`src/rtl/spi_rb_pkg.sv`:
```
package spi_rb_pkg;

  typedef struct packed {
    logic [2:0] blk;
    logic       wr;
    logic [3:0] sub;
  } cmd_t;

  localparam logic [2:0] BLK_MAC     = 3'd1;
  localparam logic [2:0] BLK_SYS     = 3'd7;
  localparam logic [3:0] SUB_HOST    = 4'd6;
  localparam logic [7:0] REG_SCRATCH = 8'h00;
  localparam logic [7:0] REG_PTR     = 8'h11;
  localparam logic [7:0] REG_PORT    = 8'h12;
  localparam logic [7:0] REG_IDENT   = 8'h18;

  // legality map of block/subblock pairs
  function automatic logic addr_legal(input logic [2:0] b, input logic [3:0] s);
    case (b)
      3'd1:             return (s <= 4'd4) || (s == 4'd6);
      3'd2, 3'd7:       return (s == 4'd0);
      3'd3, 3'd4, 3'd5: return (s <= 4'd1);
      default:          return 1'b0;
    endcase
  endfunction

  function automatic logic [31:0] ident_word(input logic [15:0] dev, input logic [3:0] rev);
    return {rev, dev, 12'h000};
  endfunction

  // lane 0 is the most significant byte
  function automatic logic [7:0] word_lane(input logic [31:0] w, input logic [1:0] lane);
    return w[8*(3-lane) +: 8];
  endfunction

endpackage

```
`src/rtl/spi_edge_sync.sv`:
```
module spi_edge_sync #(
  parameter int STAGES = 2
) (
  input  logic clk,
  input  logic rst_n,
  input  logic sclk_i,
  input  logic cs_n_i,
  input  logic mosi_i,
  output logic sclk_rise,
  output logic sclk_fall,
  output logic cs_act,
  output logic mosi_s
);
  logic [STAGES-1:0] sclk_ff, cs_ff, mosi_ff;
  logic              sclk_prev;

  always_ff @(posedge clk or negedge rst_n) begin
    if (!rst_n) begin
      sclk_ff   <= '0;
      cs_ff     <= '1;
      mosi_ff   <= '0;
      sclk_prev <= 1'b0;
    end else begin
      sclk_ff   <= {sclk_ff[STAGES-2:0], sclk_i};
      cs_ff     <= {cs_ff[STAGES-2:0], cs_n_i};
      mosi_ff   <= {mosi_ff[STAGES-2:0], mosi_i};
      sclk_prev <= sclk_ff[STAGES-1];
    end
  end

  assign cs_act    = ~cs_ff[STAGES-1];
  assign mosi_s    = mosi_ff[STAGES-1];
  assign sclk_rise = cs_act & sclk_ff[STAGES-1] & ~sclk_prev;
  assign sclk_fall = cs_act & ~sclk_ff[STAGES-1] & sclk_prev;
endmodule

```
`src/rtl/spi_bit_shifter.sv`:
```
module spi_bit_shifter #(
  parameter int W = 8
) (
  input  logic         clk,
  input  logic         rst_n,
  input  logic         cs_act,
  input  logic         rise,
  input  logic         fall,
  input  logic         mosi_s,
  input  logic [W-1:0] tx_byte,
  output logic [W-1:0] rx_byte,
  output logic         rx_done,
  output logic         miso
);
  localparam int CW = $clog2(W);
  localparam logic [CW-1:0] LAST = CW'(W-1);

  logic [CW-1:0] bit_cnt;
  logic [W-1:0]  rx_sh, tx_sh;

  always_ff @(posedge clk or negedge rst_n) begin
    if (!rst_n) begin
      bit_cnt <= '0;
      rx_sh   <= '0;
      tx_sh   <= '0;
      rx_byte <= '0;
      rx_done <= 1'b0;
    end else if (!cs_act) begin
      bit_cnt <= '0;
      rx_sh   <= '0;
      tx_sh   <= '0;
      rx_done <= 1'b0;
    end else begin
      rx_done <= 1'b0;
      if (rise) begin
        rx_sh <= {rx_sh[W-2:0], mosi_s};
        if (bit_cnt == LAST) begin
          bit_cnt <= '0;
          rx_done <= 1'b1;
          rx_byte <= {rx_sh[W-2:0], mosi_s};
        end else begin
          bit_cnt <= bit_cnt + 1'b1;
        end
      end else if (fall) begin
        // mode 0: next bit appears on the falling edge; a new byte at the boundary
        tx_sh <= (bit_cnt == '0) ? tx_byte : {tx_sh[W-2:0], 1'b0};
      end
    end
  end

  assign miso = tx_sh[W-1];


  done_single_chk: assert property (@(posedge clk) disable iff (!rst_n)
    rx_done |=> !rx_done);


  cs_clear_chk: assert property (@(posedge clk) disable iff (!rst_n)
    !cs_act |=> (bit_cnt == '0) && !miso);
endmodule

```
`src/rtl/spi_frame_ctrl.sv`:
```
module spi_frame_ctrl
  import spi_rb_pkg::*;
#(
  parameter int FRAME_CAP = 15
) (
  input  logic        clk,
  input  logic        rst_n,
  input  logic        cs_act,
  input  logic        rx_done,
  input  logic [7:0]  rx_byte,
  input  logic [31:0] rd_word,
  output logic [7:0]  tx_byte,
  output logic [2:0]  bus_block,
  output logic [3:0]  bus_sub,
  output logic [7:0]  bus_reg,
  output logic [31:0] bus_wdata,
  output logic        bus_wr,
  output logic        bus_rd
);
  localparam int IDXW = $clog2(FRAME_CAP + 1);
  localparam logic [IDXW-1:0] I_CMD   = IDXW'(0);
  localparam logic [IDXW-1:0] I_REG   = IDXW'(1);
  localparam logic [IDXW-1:0] I_DAT0  = IDXW'(2);
  localparam logic [IDXW-1:0] I_DLAST = IDXW'(5);
  localparam logic [IDXW-1:0] I_RD0   = IDXW'(4);
  localparam logic [IDXW-1:0] I_RDL   = IDXW'(7);
  localparam logic [IDXW-1:0] I_CAP   = IDXW'(FRAME_CAP);

  logic [IDXW-1:0] byte_idx;
  cmd_t            cmd_q;
  logic [7:0]      reg_q;
  logic [31:0]     wsh, rword;
  logic            cmd_legal;
  logic [IDXW-1:0] lane_idx;

  assign cmd_legal = addr_legal(cmd_q.blk, cmd_q.sub);
  assign lane_idx  = byte_idx - I_RD0;

  always_ff @(posedge clk or negedge rst_n) begin
    if (!rst_n) begin
      byte_idx <= '0;
      cmd_q    <= '0;
      reg_q    <= '0;
      wsh      <= '0;
      rword    <= '0;
      bus_wr   <= 1'b0;
      bus_rd   <= 1'b0;
    end else if (!cs_act) begin
      byte_idx <= '0;
      bus_wr   <= 1'b0;
      bus_rd   <= 1'b0;
    end else begin
      bus_wr <= 1'b0;
      bus_rd <= 1'b0;
      if (bus_rd) rword <= rd_word;
      if (rx_done) begin
        if (byte_idx != I_CAP) byte_idx <= byte_idx + 1'b1;
        if (byte_idx == I_CMD) begin
          cmd_q <= cmd_t'(rx_byte);
        end else if (byte_idx == I_REG) begin
          reg_q <= rx_byte;
          if (!cmd_q.wr) begin
            rword  <= '0;
            bus_rd <= cmd_legal;
          end
        end else if (cmd_q.wr && byte_idx >= I_DAT0 && byte_idx <= I_DLAST) begin
          wsh <= {wsh[23:0], rx_byte};
          if (byte_idx == I_DLAST) bus_wr <= cmd_legal;
        end
      end
    end
  end

  always_comb begin
    tx_byte = 8'h00;
    if (!cmd_q.wr && byte_idx >= I_RD0 && byte_idx <= I_RDL)
      tx_byte = word_lane(rword, lane_idx[1:0]);
  end

  assign bus_block = cmd_q.blk;
  assign bus_sub   = cmd_q.sub;
  assign bus_reg   = reg_q;
  assign bus_wdata = wsh;


  strobe_excl_chk: assert property (@(posedge clk) disable iff (!rst_n)
    !(bus_wr && bus_rd));


  wr_pulse_chk: assert property (@(posedge clk) disable iff (!rst_n)
    bus_wr |=> !bus_wr);


  legal_strobe_chk: assert property (@(posedge clk) disable iff (!rst_n)
    (bus_wr || bus_rd) |-> addr_legal(bus_block, bus_sub));


  idle_no_strobe_chk: assert property (@(posedge clk) disable iff (!rst_n)
    !cs_act |=> !bus_wr && !bus_rd && (byte_idx == '0));


  tail_quiet_chk: assert property (@(posedge clk) disable iff (!rst_n)
    (byte_idx > I_RDL) |-> (tx_byte == 8'h00) && !bus_wr && !bus_rd);
endmodule

```
`src/rtl/spi_reg_model.sv`:
```
module spi_reg_model
  import spi_rb_pkg::*;
#(
  parameter int          DEPTH    = 16,
  parameter logic [15:0] DEV_CODE = 16'h7385,
  parameter logic [3:0]  REV_ID   = 4'h1
) (
  input  logic        clk,
  input  logic        rst_n,
  input  logic [2:0]  blk,
  input  logic [3:0]  sub,
  input  logic [7:0]  rsel,
  input  logic [31:0] wdata,
  input  logic        wr,
  input  logic        rd,
  output logic [31:0] rd_word
);
  localparam int AW = $clog2(DEPTH);

  logic [7:0]    mem [DEPTH];
  logic [AW-1:0] ptr;
  logic [31:0]   scratch;
  logic          sel_sys, sel_scr, port_hit;

  assign sel_sys  = (blk == BLK_SYS) && (sub == 4'd0);
  assign sel_scr  = (blk == BLK_MAC) && (sub == SUB_HOST) && (rsel == REG_SCRATCH);
  assign port_hit = sel_sys && (rsel == REG_PORT) && (wr || rd);

  always_comb begin
    rd_word = '0;
    if (sel_sys) begin
      case (rsel)
        REG_IDENT: rd_word = ident_word(DEV_CODE, REV_ID);
        REG_PTR:   rd_word = {{(32-AW){1'b0}}, ptr};
        REG_PORT:  rd_word = {24'h0, mem[ptr]};
        default:   rd_word = '0;
      endcase
    end else if (sel_scr) begin
      rd_word = scratch;
    end
  end

  always_ff @(posedge clk or negedge rst_n) begin
    if (!rst_n) begin
      ptr     <= '0;
      scratch <= '0;
      for (int i = 0; i < DEPTH; i++) mem[i] <= 8'h00;
    end else begin
      if (wr && sel_scr) scratch <= wdata;
      if (wr && sel_sys && rsel == REG_PTR) ptr <= wdata[AW-1:0];
      if (wr && port_hit) mem[ptr] <= wdata[7:0];
      if (port_hit) ptr <= ptr + 1'b1;
    end
  end


  ptr_step_chk: assert property (@(posedge clk) disable iff (!rst_n)
    port_hit |=> ptr == $past(ptr) + 1'b1);
endmodule

```
`src/rtl/spi_reg_slave.sv`:
```
module spi_reg_slave #(
  parameter int          SYNC_STAGES = 2,
  parameter int          FRAME_CAP   = 15,
  parameter int          MEM_DEPTH   = 16,
  parameter logic [15:0] DEV_CODE    = 16'h7385,
  parameter logic [3:0]  REV_ID      = 4'h1
) (
  input  logic        clk,
  input  logic        rst_n,
  input  logic        spi_sclk,
  input  logic        spi_cs_n,
  input  logic        spi_mosi,
  output logic        spi_miso,
  output logic [2:0]  bus_block,
  output logic [3:0]  bus_sub,
  output logic [7:0]  bus_reg,
  output logic [31:0] bus_wdata,
  output logic        bus_wr,
  output logic        bus_rd
);
  logic        sclk_rise, sclk_fall, cs_act, mosi_s;
  logic        rx_done;
  logic [7:0]  rx_byte, tx_byte;
  logic [31:0] rd_word;

  spi_edge_sync #(.STAGES(SYNC_STAGES)) u_sync (
    .clk(clk), .rst_n(rst_n), .sclk_i(spi_sclk), .cs_n_i(spi_cs_n), .mosi_i(spi_mosi),
    .sclk_rise(sclk_rise), .sclk_fall(sclk_fall), .cs_act(cs_act), .mosi_s(mosi_s));

  spi_bit_shifter #(.W(8)) u_shift (
    .clk(clk), .rst_n(rst_n), .cs_act(cs_act), .rise(sclk_rise), .fall(sclk_fall),
    .mosi_s(mosi_s), .tx_byte(tx_byte), .rx_byte(rx_byte), .rx_done(rx_done),
    .miso(spi_miso));

  spi_frame_ctrl #(.FRAME_CAP(FRAME_CAP)) u_frame (
    .clk(clk), .rst_n(rst_n), .cs_act(cs_act), .rx_done(rx_done), .rx_byte(rx_byte),
    .rd_word(rd_word), .tx_byte(tx_byte), .bus_block(bus_block), .bus_sub(bus_sub),
    .bus_reg(bus_reg), .bus_wdata(bus_wdata), .bus_wr(bus_wr), .bus_rd(bus_rd));

  spi_reg_model #(.DEPTH(MEM_DEPTH), .DEV_CODE(DEV_CODE), .REV_ID(REV_ID)) u_model (
    .clk(clk), .rst_n(rst_n), .blk(bus_block), .sub(bus_sub), .rsel(bus_reg),
    .wdata(bus_wdata), .wr(bus_wr), .rd(bus_rd), .rd_word(rd_word));
endmodule

```
`config.mk`:
```
export PLATFORM = sky130hd
export DESIGN_NAME = spi_reg_slave
export DESIGN_NICKNAME = d
export VERILOG_FILES = /design/src/rtl/spi_rb_pkg.sv /design/src/rtl/spi_edge_sync.sv /design/src/rtl/spi_bit_shifter.sv /design/src/rtl/spi_frame_ctrl.sv /design/src/rtl/spi_reg_model.sv /design/src/rtl/spi_reg_slave.sv
export SDC_FILE = /design/constraint.sdc
export NUM_CORES = 1
export LEC_CHECK = 0
export ABC_AREA = 1
export ABC_CLOCK_PERIOD_IN_PS = 2300
export BUFFER_PORTS_ARGS = -buffer_cell sky130_fd_sc_hd__buf_2
export CAP_MARGIN = 10
export CORE_MARGIN = 10
export CORE_UTILIZATION = 40
export CTS_BUF_LIST = sky130_fd_sc_hd__clkbuf_8
export DETAILED_ROUTE_END_ITERATION = 10
export GPL_TIMING_DRIVEN = 1
export HOLD_SLACK_MARGIN = 0.05
export MAX_ROUTING_LAYER = met4
export PLACE_DENSITY = 0.55
export SLEW_MARGIN = 0
export SYNTH_ARGS = -nofsm -noshare
export SYNTH_HDL_FRONTEND = slang
export SYNTH_SLANG_ARGS = --single-unit
```
`constraint.sdc`:
```
create_clock -name clk -period 2.3 [get_ports clk]
set_input_delay 0.46 -clock clk [delete_from_list [all_inputs] [get_ports clk]]
set_output_delay 0.46 -clock clk [all_outputs]
set_load 0.005 [all_outputs]
```
==> results of run 1 <==
synthesized netlist by cell type:
cell type / instances / area (µm²)
a21oi_1: 20 / 100.1
a22oi_1: 6 / 45.04
a311oi_1: 1 / 8.760
a31oi_1: 2 / 12.51
buf_1: 13 / 48.80
buf_12: 1 / 20.02
buf_2: 13 / 65.06
buf_4: 7 / 52.55
buf_6: 9 / 101.4
clkbuf_1: 55 / 206.5
clkinv_1: 2 / 7.510
dfrtp_1: 282 / 7057
dfstp_2: 2 / 52.55
ha_1: 11 / 137.6
inv_1: 220 / 825.8
nand2_1: 561 / 2106
nand2_2: 1 / 6.260
nand3_1: 131 / 655.6
nand3_4: 10 / 175.2
nand4_1: 3 / 18.77
nor2_1: 61 / 229.0
nor2_4: 2 / 22.52
nor3_1: 3 / 15.01
nor4_1: 4 / 25.02
o211ai_1: 15 / 112.6
o21ai_0: 267 / 1336
o21ai_1: 10 / 50.05
o22ai_1: 11 / 68.82
xor2_1: 2 / 17.52
placed cells by master, fill, tap and decap left out, types with 6 or more instances in the layout:
cell | synthesis | routed
o22ai_1 | 11 | 11
ha_1 | 11 | 11
nand2_1 | 561 | 560
clkinv_2 | 0 | 9
o211ai_1 | 15 | 15
buf_2 | 13 | 53
inv_1 | 220 | 234
dfrtp_1 | 282 | 280
a22oi_1 | 6 | 6
nand3_1 | 131 | 130
buf_4 | 7 | 51
o21ai_1 | 10 | 10
a21oi_1 | 20 | 20
nor2_1 | 61 | 59
o21ai_0 | 267 | 267
nand3_4 | 10 | 10
buf_12 | 1 | 6
clkbuf_8 | 0 | 66
final cells by class:
cell class	instances	area (µm²)	share of cell area
timing repair buffer	115	823.3	0.05297
clock inverter	27	148.9	0.009581
multi-input combinational	1121	5155	0.3317
inverter	222	833.3	0.05362
sequential	284	7112	0.4576
tap	448	560.5	0.03607
clock buffer	66	908.4	0.05845
per-stage QoR:
stage | setup slack (ns) | instance area (µm²) | hold slack [ns] | std cells
6_report | 0.2316 | 15540 | 0.3459 | 2283
3_3_place_gp | 0.3087 | 14440 | 0.3356 | 2186
5_1_grt | 0.01357 | 15540 | 0.3595 | 2283
4_1_cts | 0.2368 | 15540 | 0.3481 | 2283
3_5_place_dp | 0.2304 | 14440 | 0.3347 | 2186
2_1_floorplan | 0.1591 | 13580 | 0.1644 | 1725
cell families (layout without fill, tap and decap cells):
group                      after synthesis  count (layout)  synth area share
buffers and inverters                  320             430           0.09776
DFF                                    284             284            0.5235
AOI/OAI and AO/OA                      332             332            0.1277
xor gates and xnor gates                 2               2          0.001290
adders and majority gates               11              11           0.01014
and+or+nand+nor                        776             776            0.2396
critical path: cells and delay by family, from the launching register on:
family                 cells  cell delay (ns)
AO/OA/AOI/OAI              1             0.08
buffers and inverters      1             0.27
flip-flops                 1             0.39
AND/OR/NAND/NOR            7             1.16
path summary, 6_finish.rpt:
kind,to,startpoint,slack [ns],depth (start not counted)
max,u_model.mem[36]$_DFFE_PN0P_,u_frame.bus_reg[7]$_DFFE_PN0P_,0.23,9
min,u_sync.mosi_ff[1]$_DFF_PN0_,u_sync.mosi_ff[0]$_DFF_PN0_,0.35,0
max reg2reg,u_model.mem[36]$_DFFE_PN0P_,u_frame.bus_reg[7]$_DFFE_PN0P_,0.23,9
min reg2reg,u_sync.mosi_ff[1]$_DFF_PN0_,u_sync.mosi_ff[0]$_DFF_PN0_,0.35,0
max in group asynchronous,u_sync.cs_ff[1]$_DFF_PN1_,rst_n,1.15,3
min in group asynchronous,u_model.mem[127]$_DFFE_PN0P_,rst_n,0.39,2
per-layer routing:
metal	wire length (µm)	up-vias	track usage
met3	1739	52	0.02885
li1	-	5610	-
met1	18210	5388	0.2617
met2	16060	241	0.2654
met4	753	0	0.04972
met5	0	-	-
power by group:
group / switching [mW] / internal (mW)
combinational: 0.153 / 0.0383
clock: 2.16 / 2.69
sequential: 0.00546 / 5.01
timing repair:
action / CTS / global route
endpoints found under the hold margin: 48 / 0
setup buffers: 0 / 0
hold buffers: 4 / 0
gates resized for setup: 0 / 0
==> impl_metrics.toml, run 1 <==
[job]
drv_cap = 0

[detailed_routing]
routed_via_density = 4.946
drcViolationCount = 0
drt_iter0_markers = 883
wl_per_cell_um = 16.10
postRouteAntennaNets = 0
drt-total-wl_um = 36760
first_pass_iters = 5
route.vias.total = 11290

[logic_synthesis]
netlist_instances = 1725
syn_area_per_cell_um2 = 7.872
seq_area_frac_synth = 0.5235
synth_cell_type_count = 29
ys_warn_count = 0
netlist_area_mm2 = 0.01358
ys_ff_latch = 284
syn_nets = 1741

[grt]
gr-usage-all-layers = 0.1835
overflow = 0
antenna_found_initial = 0
grt_max_degree = 69
grt_pass1_vias = 10900
grt_pass1_wl_um = 60130

[clock_tree]
clk_path_buf_depth = 3
cts_sinks = 284
path_clk_slew_ns = 0.06
clockRootBuffer = "clkbuf_8"
clock_latency_ns = 0.60
cts_tree = "built"
htreeDepth = 2
numCtsBuffers = 50

[final_layout]
largest_register = "u_model.mem"
largest_reg_flops = 128
nets = 1810
fillers = 3407
insertedDiodeCount = 0
syn_to_final_growth_pct = 14.45
drive_gt1_frac = 0.1150
utilization = 0.4635

[pwr]
p_total_mw = 10.05
p_per_area_mw_per_mm2 = 646.7
cellLeakagePower_nw = 7.417
ir_worst_vdd_mv = 0.4321

[floorplan]
fp.dieH_um = 204.3
initial_utilization = 0.4050
io_pins = 55
coreArea_mm2 = 0.03353
die_area_mm2 = 0.04172
die_w_um = 204.3
row_count = 67

[timing]
setup_tns_ns = 0
setup_viol = 0
slew-limit-headroom = 0.3829
finalCritPeriodShare = 0.8993
skew_ns = 0.02950
drv_slew = 0
min_period_ns = 2.068
grt_setup_unrepaired = "false"
fmax_mhz = 483.5
tightest_slew_ns = 0.9223
hold_viol_final = 0

[critical_path]
crit_type = "reg2reg"
crit_path_end_kind = "register"
cp_cell_sequence = "nor2_1 -> nand2_1 -> nor2_1 -> nand2_2 -> nor2_4 -> buf_4 -> nand3_4 -> nand2_1 -> o21ai_0"
worstPathRequired_ns = 2.73
cp-start-kind = "register"
critPathMaxFanout = 16
slowest_delay_ns = 0.39
critPathSlowestCell = "dfrtp_1"
crit_arrival_ns = 2.49

[placed_design]
hpwlAfterDp_um = 24940
portBuffers = 54
gp_congestion = 0.8582

[outcome]
status = "completed"

[min_path]
hp-class = "reg2reg"
Power figures use the tool's default switching activity.
==> inputs of run 2 (changes only) <==
CORE_ASPECT_RATIO = 1.5   (was unset)
SLEW_MARGIN = unset   (was 0)
==> run 2 against run 1 <==
  * Sequential power about the same
  * First-iteration DRC count fell by 19%
  * Sequential share of layout area up 0.14 points
  * Total power down 2.0%
  * Die area up 0.36%
==> impl_metrics.toml, run 2 (synthesis gave the netlist of run 1 again) <==
[outcome]
status = "completed"

[critical_path]
cp_cell_sequence = "inv_2 -> buf_4 -> nand2_1 -> nand3_1 -> nand2_1 -> nand2_1 -> nand2_1 -> o21ai_0 -> nand2_1 -> nand2_1 -> nand2_1"
cp_top_family = "simple AND/OR/NAND/NOR gates"
crit_type = "reg2reg"
crit_path_end_kind = "register"
crit_start = "u_model.ptr[0]$_DFFE_PN0P_"
cp.depth = 11
path_common_cell = "nand2_1"
critPathSlowestCell = "dfrtp_2"
r2r_cells = 11
r2r-start = "u_model.ptr[0]$_DFFE_PN0P_"
r2r-end = "u_frame.rword[6]$_DFFE_PN0N_"
worstPathRequired_ns = 2.77
crit_arrival_ns = 2.51
cp-start-kind = "register"
slowest_delay_ns = 0.43
cp_num_buf_inv = 2
critPathMaxFanout = 12
rrSetupSlack_ns = 0.26
crit_path_end = "u_frame.rword[6]$_DFFE_PN0N_"

[placed_design]
portBuffers = 54
gp_congestion = 0.9089
placed_cells = 2160
hpwlAfterDp_um = 26510

[final_layout]
layout_common_cells = "560 x nand2_1, 281 x dfrtp_1, 267 x o21ai_0"
syn_to_final_growth_pct = 14.08
drive_gt1_frac = 0.1148
multi_input_area_mm2 = 0.005155
final_common_cell = "nand2_1"
largest_reg_flops = 128
fin_cells = 2250
largest_register = "u_model.mem"
final-seq-area_mm2 = 0.007111
fillers = 3418
nets = 1809

[floorplan]
die_area_mm2 = 0.04187
io_pins = 55
die_w_um = 170.4
initial_utilization = 0.4060
coreArea_mm2 = 0.03345
fp.dieH_um = 245.7
row_count = 82

[timing]
hold_slack_ns = 0.3464
slew-limit-headroom = 0.5921
finalCritPeriodShare = 0.8862
setup_viol = 0
skew_ns = 0.01820
min_period_ns = 2.038
drv_slew = 0
hold_viol_final = 0
grt_setup_unrepaired = "false"
fmax_mhz = 490.6
setup_tns_ns = 0
tightest_slew_ns = 0.6102

[grt]
grt_pass1_wl_um = 63030
grt_util_met3 = 0.02780
grt_max_degree = 69
gr-max-usage-layer = "met2"
antenna_found_initial = 0
use_met2 = 0.3467
grt_pass1_vias = 11380
met1_usage = 0.2175
overflow = 0
gr-usage-all-layers = 0.1932

[clock_tree]
path_clk_slew_ns = 0.06
cts.repair.resized = 0
htreeDepth = 2
cts_tree = "built"
clk_path_buf_depth = 3
cts_sinks = 284
cts_setup_buffers = 0
clock_latency_ns = 0.58
hold_buffers = 4
numCtsBuffers = 47
clockRootBuffer = "clkbuf_8"

[job]
drv_cap = 0

[detailed_routing]
first_pass_iters = 5
drt_iter0_markers = 715
drcViolationCount = 0
postRouteAntennaNets = 0
drt-total-wl_um = 38110
routed_via_density = 4.982
route.vias.total = 11210
wl_per_cell_um = 16.94

[pwr]
cellLeakagePower_nw = 7.389
ir_worst_vdd_mv = 0.4259
p_per_area_mw_per_mm2 = 635.5
p_total_mw = 9.845

[min_path]
hp-class = "reg2reg"
[run 2: cell count changes in the layout (fill, tap and decap cells not counted), sizes merged]
cell | previous run | this run
clkbuf | 66 | 67
buf | 111 | 113
bufinv | 1 | 0
diode | 0 | 1
inv | 237 | 229
[run 2: layout make-up]
type,count,area share
Timing Repair Buffer,117,0.05573
Antenna cell,1,0.0001615
Sequential cell,284,0.4590
Clock buffer,67,0.05953
Multi-Input combinational cell,1121,0.3328
Inverter,222,0.05379
Clock inverter,18,0.005088
Tap cell,420,0.03392
[run 2: layer usage]
layer / vias up / routed length (µm) / share of wire
met3: 62 / 1119 / 0.029
met1: 5337 / 15780 / 0.41
met5: - / 0 / 0
met4: 0 / 923 / 0.024
li1: 5594 / - / -
met2: 216 / 20290 / 0.53
[run 2: worst min-delay path by stage]
stage                                      from                                to  slack (ns)  depth (start not counted)
floorplan                                 rst_n  u_frame.bus_block[0]$_DFFE_PN0P_        0.16                          0
global placement    u_sync.mosi_ff[0]$_DFF_PN0_       u_sync.mosi_ff[1]$_DFF_PN0_        0.33                          0
detailed placement  u_sync.mosi_ff[0]$_DFF_PN0_       u_sync.mosi_ff[1]$_DFF_PN0_        0.34                          0
CTS                 u_sync.mosi_ff[0]$_DFF_PN0_       u_sync.mosi_ff[1]$_DFF_PN0_        0.35                          0
global route        u_sync.mosi_ff[0]$_DFF_PN0_       u_sync.mosi_ff[1]$_DFF_PN0_        0.36                          0
finish              u_sync.mosi_ff[0]$_DFF_PN0_       u_sync.mosi_ff[1]$_DFF_PN0_        0.35                          0
[run 2: where the power goes]
part / switching (mW) / internal (mW)
clock network: 2.06 / 2.57
logic: 0.157 / 0.0387
registers: 0.00553 / 5.01
total: 2.22 / 7.62
[run 2: per-stage QoR]
stage                 util  cell area, µm²  setup slack (ns)
floorplan                -           13580            0.1591
global placement    0.4320           14450            0.2773
detailed placement  0.4320           14450            0.2608
CTS                 0.4631           15490            0.2576
global route        0.4631           15490           0.09214
finish              0.4632           15490            0.2618
==> inputs of run 3 (changes only) <==
GPL_ROUTABILITY_DRIVEN = 0   (was unset)
PLACE_DENSITY = 0.69   (was 0.55)
RECOVER_POWER = 25   (was unset)
==> run 3 against run 2 <==
  * The flow now finishes with violations (capacitance limit, slew limit)
  * Sequential power hardly changed
  * Fmax is 2.5% lower
  * Wire length is 6.3% lower
  * Die area stayed put
  * Register-to-register slack worse by 0.05 ns
  * Combinational power is 4% lower
  * Worst setup slack worse by 0.053 ns
  * Cell area is 1.1% lower
  * Worst hold slack better by 0.00071 ns
  * Critical path depth stayed put
  * Core utilization is 0.49 points lower
  * Critical path type unchanged
==> impl_metrics.toml, run 3 (synthesis gave the netlist of run 1 again) <==
[outcome]
status = "complete, but fails checks"
failed_checks = "capacitance limit, slew limit"

[clock_tree]
cts_tree = "built"
clock_latency_ns = 0.58
clk_path_buf_depth = 3
cts_sinks = 284
clockRootBuffer = "clkbuf_8"
numCtsBuffers = 45
path_clk_slew_ns = 0.07
cts.repair.resized = 0
htreeDepth = 2

[timing]
min_period_ns = 2.091
fmax_mhz = 478.2
slew-limit-headroom = -0.06153
finalCritPeriodShare = 0.9092
hold_slack_ns = 0.3471
grt_setup_unrepaired = "false"
setup_viol = 0
setup_tns_ns = 0
tightest_slew_ns = 1.592
setup_slack_ns = 0.2089
skew_ns = 0.02261
hold_viol_final = 0
drv_slew = 61

[critical_path]
crit_arrival_ns = 2.55
cp_num_buf_inv = 2
worstPathRequired_ns = 2.75
path_common_cell = "nand2_1"
critPathMaxFanout = 27
crit_type = "reg2reg"
slowest_delay_ns = 0.43
crit_path_end_kind = "register"
cp_cell_sequence = "inv_2 -> buf_12 -> nand2_1 -> nand3_1 -> nand2_1 -> nand2_1 -> nand2_1 -> o21ai_0 -> nand2_1 -> nand2_1 -> nand2_1"
rrSetupSlack_ns = 0.21
cp-start-kind = "register"
critPathSlowestCell = "dfrtp_2"
cp_top_family = "simple AND/OR/NAND/NOR gates"

[pwr]
cellLeakagePower_nw = 7.309
ir_worst_vdd_mv = 0.4529
p_per_area_mw_per_mm2 = 612.2

[final_layout]
layout_common_cells = "560 x nand2_1, 281 x dfrtp_1, 267 x o21ai_0"
largest_reg_flops = 128
final_common_cell = "nand2_1"
syn_to_final_growth_pct = 12.86
largest_register = "u_model.mem"
drive_gt1_frac = 0.1056
nets = 1802
fin_cells = 2239

[floorplan]
io_pins = 55
die_w_um = 170.4
row_count = 82
die_area_mm2 = 0.04187
coreArea_mm2 = 0.03345
fp.dieH_um = 245.7
initial_utilization = 0.4060

[detailed_routing]
route.vias.total = 11340
postRouteAntennaNets = 0
wl_per_cell_um = 15.94
first_pass_iters = 5
routed_via_density = 5.066
drt_iter0_markers = 831
drcViolationCount = 0
drt-total-wl_um = 35690

[grt]
overflow = 0
grt_pass1_wl_um = 59170
antenna_found_initial = 1
grt_max_degree = 69
grt_pass1_vias = 11320
gr-usage-all-layers = 0.1798

[min_path]
hp-class = "reg2reg"

[placed_design]
dp_worst_setup_slack_ns = 0.2432
hpwlAfterDp_um = 24600
portBuffers = 54
placed_cells = 2153

[job]
drv_cap = 1
[run 3: per-stage QoR]
stage / util / area, µm² / power [mW]
CTS: 0.4580 / 15320 / 9.506
global route: 0.4582 / 15330 / 9.725
floorplan: - / 13580 / 5.142
global placement: 0.4308 / 14410 / 5.294
detailed placement: 0.4308 / 14410 / 5.298
finish: 0.4582 / 15330 / 9.382
[run 3: final timing paths]
path / from / endpoint / depth (start not counted)
max: u_model.ptr[0]$_DFFE_PN0P_ / u_frame.rword[7]$_DFFE_PN0N_ / 11
min: u_sync.sclk_ff[0]$_DFF_PN0_ / u_sync.sclk_ff[1]$_DFF_PN0_ / 0
max reg2reg: u_model.ptr[0]$_DFFE_PN0P_ / u_frame.rword[7]$_DFFE_PN0N_ / 11
min reg2reg: u_sync.sclk_ff[0]$_DFF_PN0_ / u_sync.sclk_ff[1]$_DFF_PN0_ / 0
max in group asynchronous: rst_n / u_model.mem[33]$_DFFE_PN0P_ / 3
min in group asynchronous: rst_n / u_model.mem[23]$_DFFE_PN0P_ / 2
[run 3: what timing repair did]
item / in CTS / in global routing
hold buffers: 4 / 0
setup buffers: 0 / 2
endpoints found under the hold margin: 60 / 0
setup endpoints to repair: 0 / 2
[run 3: power by group]
group	internal [mW]	total [mW]	leakage, nW	switching, mW
sequential	5.01	5.01	3.95	0.00564
clock	2.20	4.18	0.508	1.98
combinational	0.0367	0.187	2.85	0.150
[run 3: cell type report]
cell class	instances	area (µm²)
fillers	3221	18120
flip-flops and latches	284	7111
multi-input cells	1121	5155
inverters	222	833.3
repair buffers	112	829.5
clock buffers	53	729.5
well taps	420	525.5
clock inverters	26	140.1
diodes	1	2.502
[run 3: per-layer routing]
| metal | GRT usage | up-vias | share of wire |
|---|---|---|---|
| met5 | - | - | 0 |
| met4 | 0.08021 | 0 | 0.041 |
| met3 | 0.02892 | 107 | 0.045 |
| met2 | 0.3098 | 297 | 0.52 |
| met1 | 0.2009 | 5366 | 0.40 |
| li1 | - | 5572 | - |
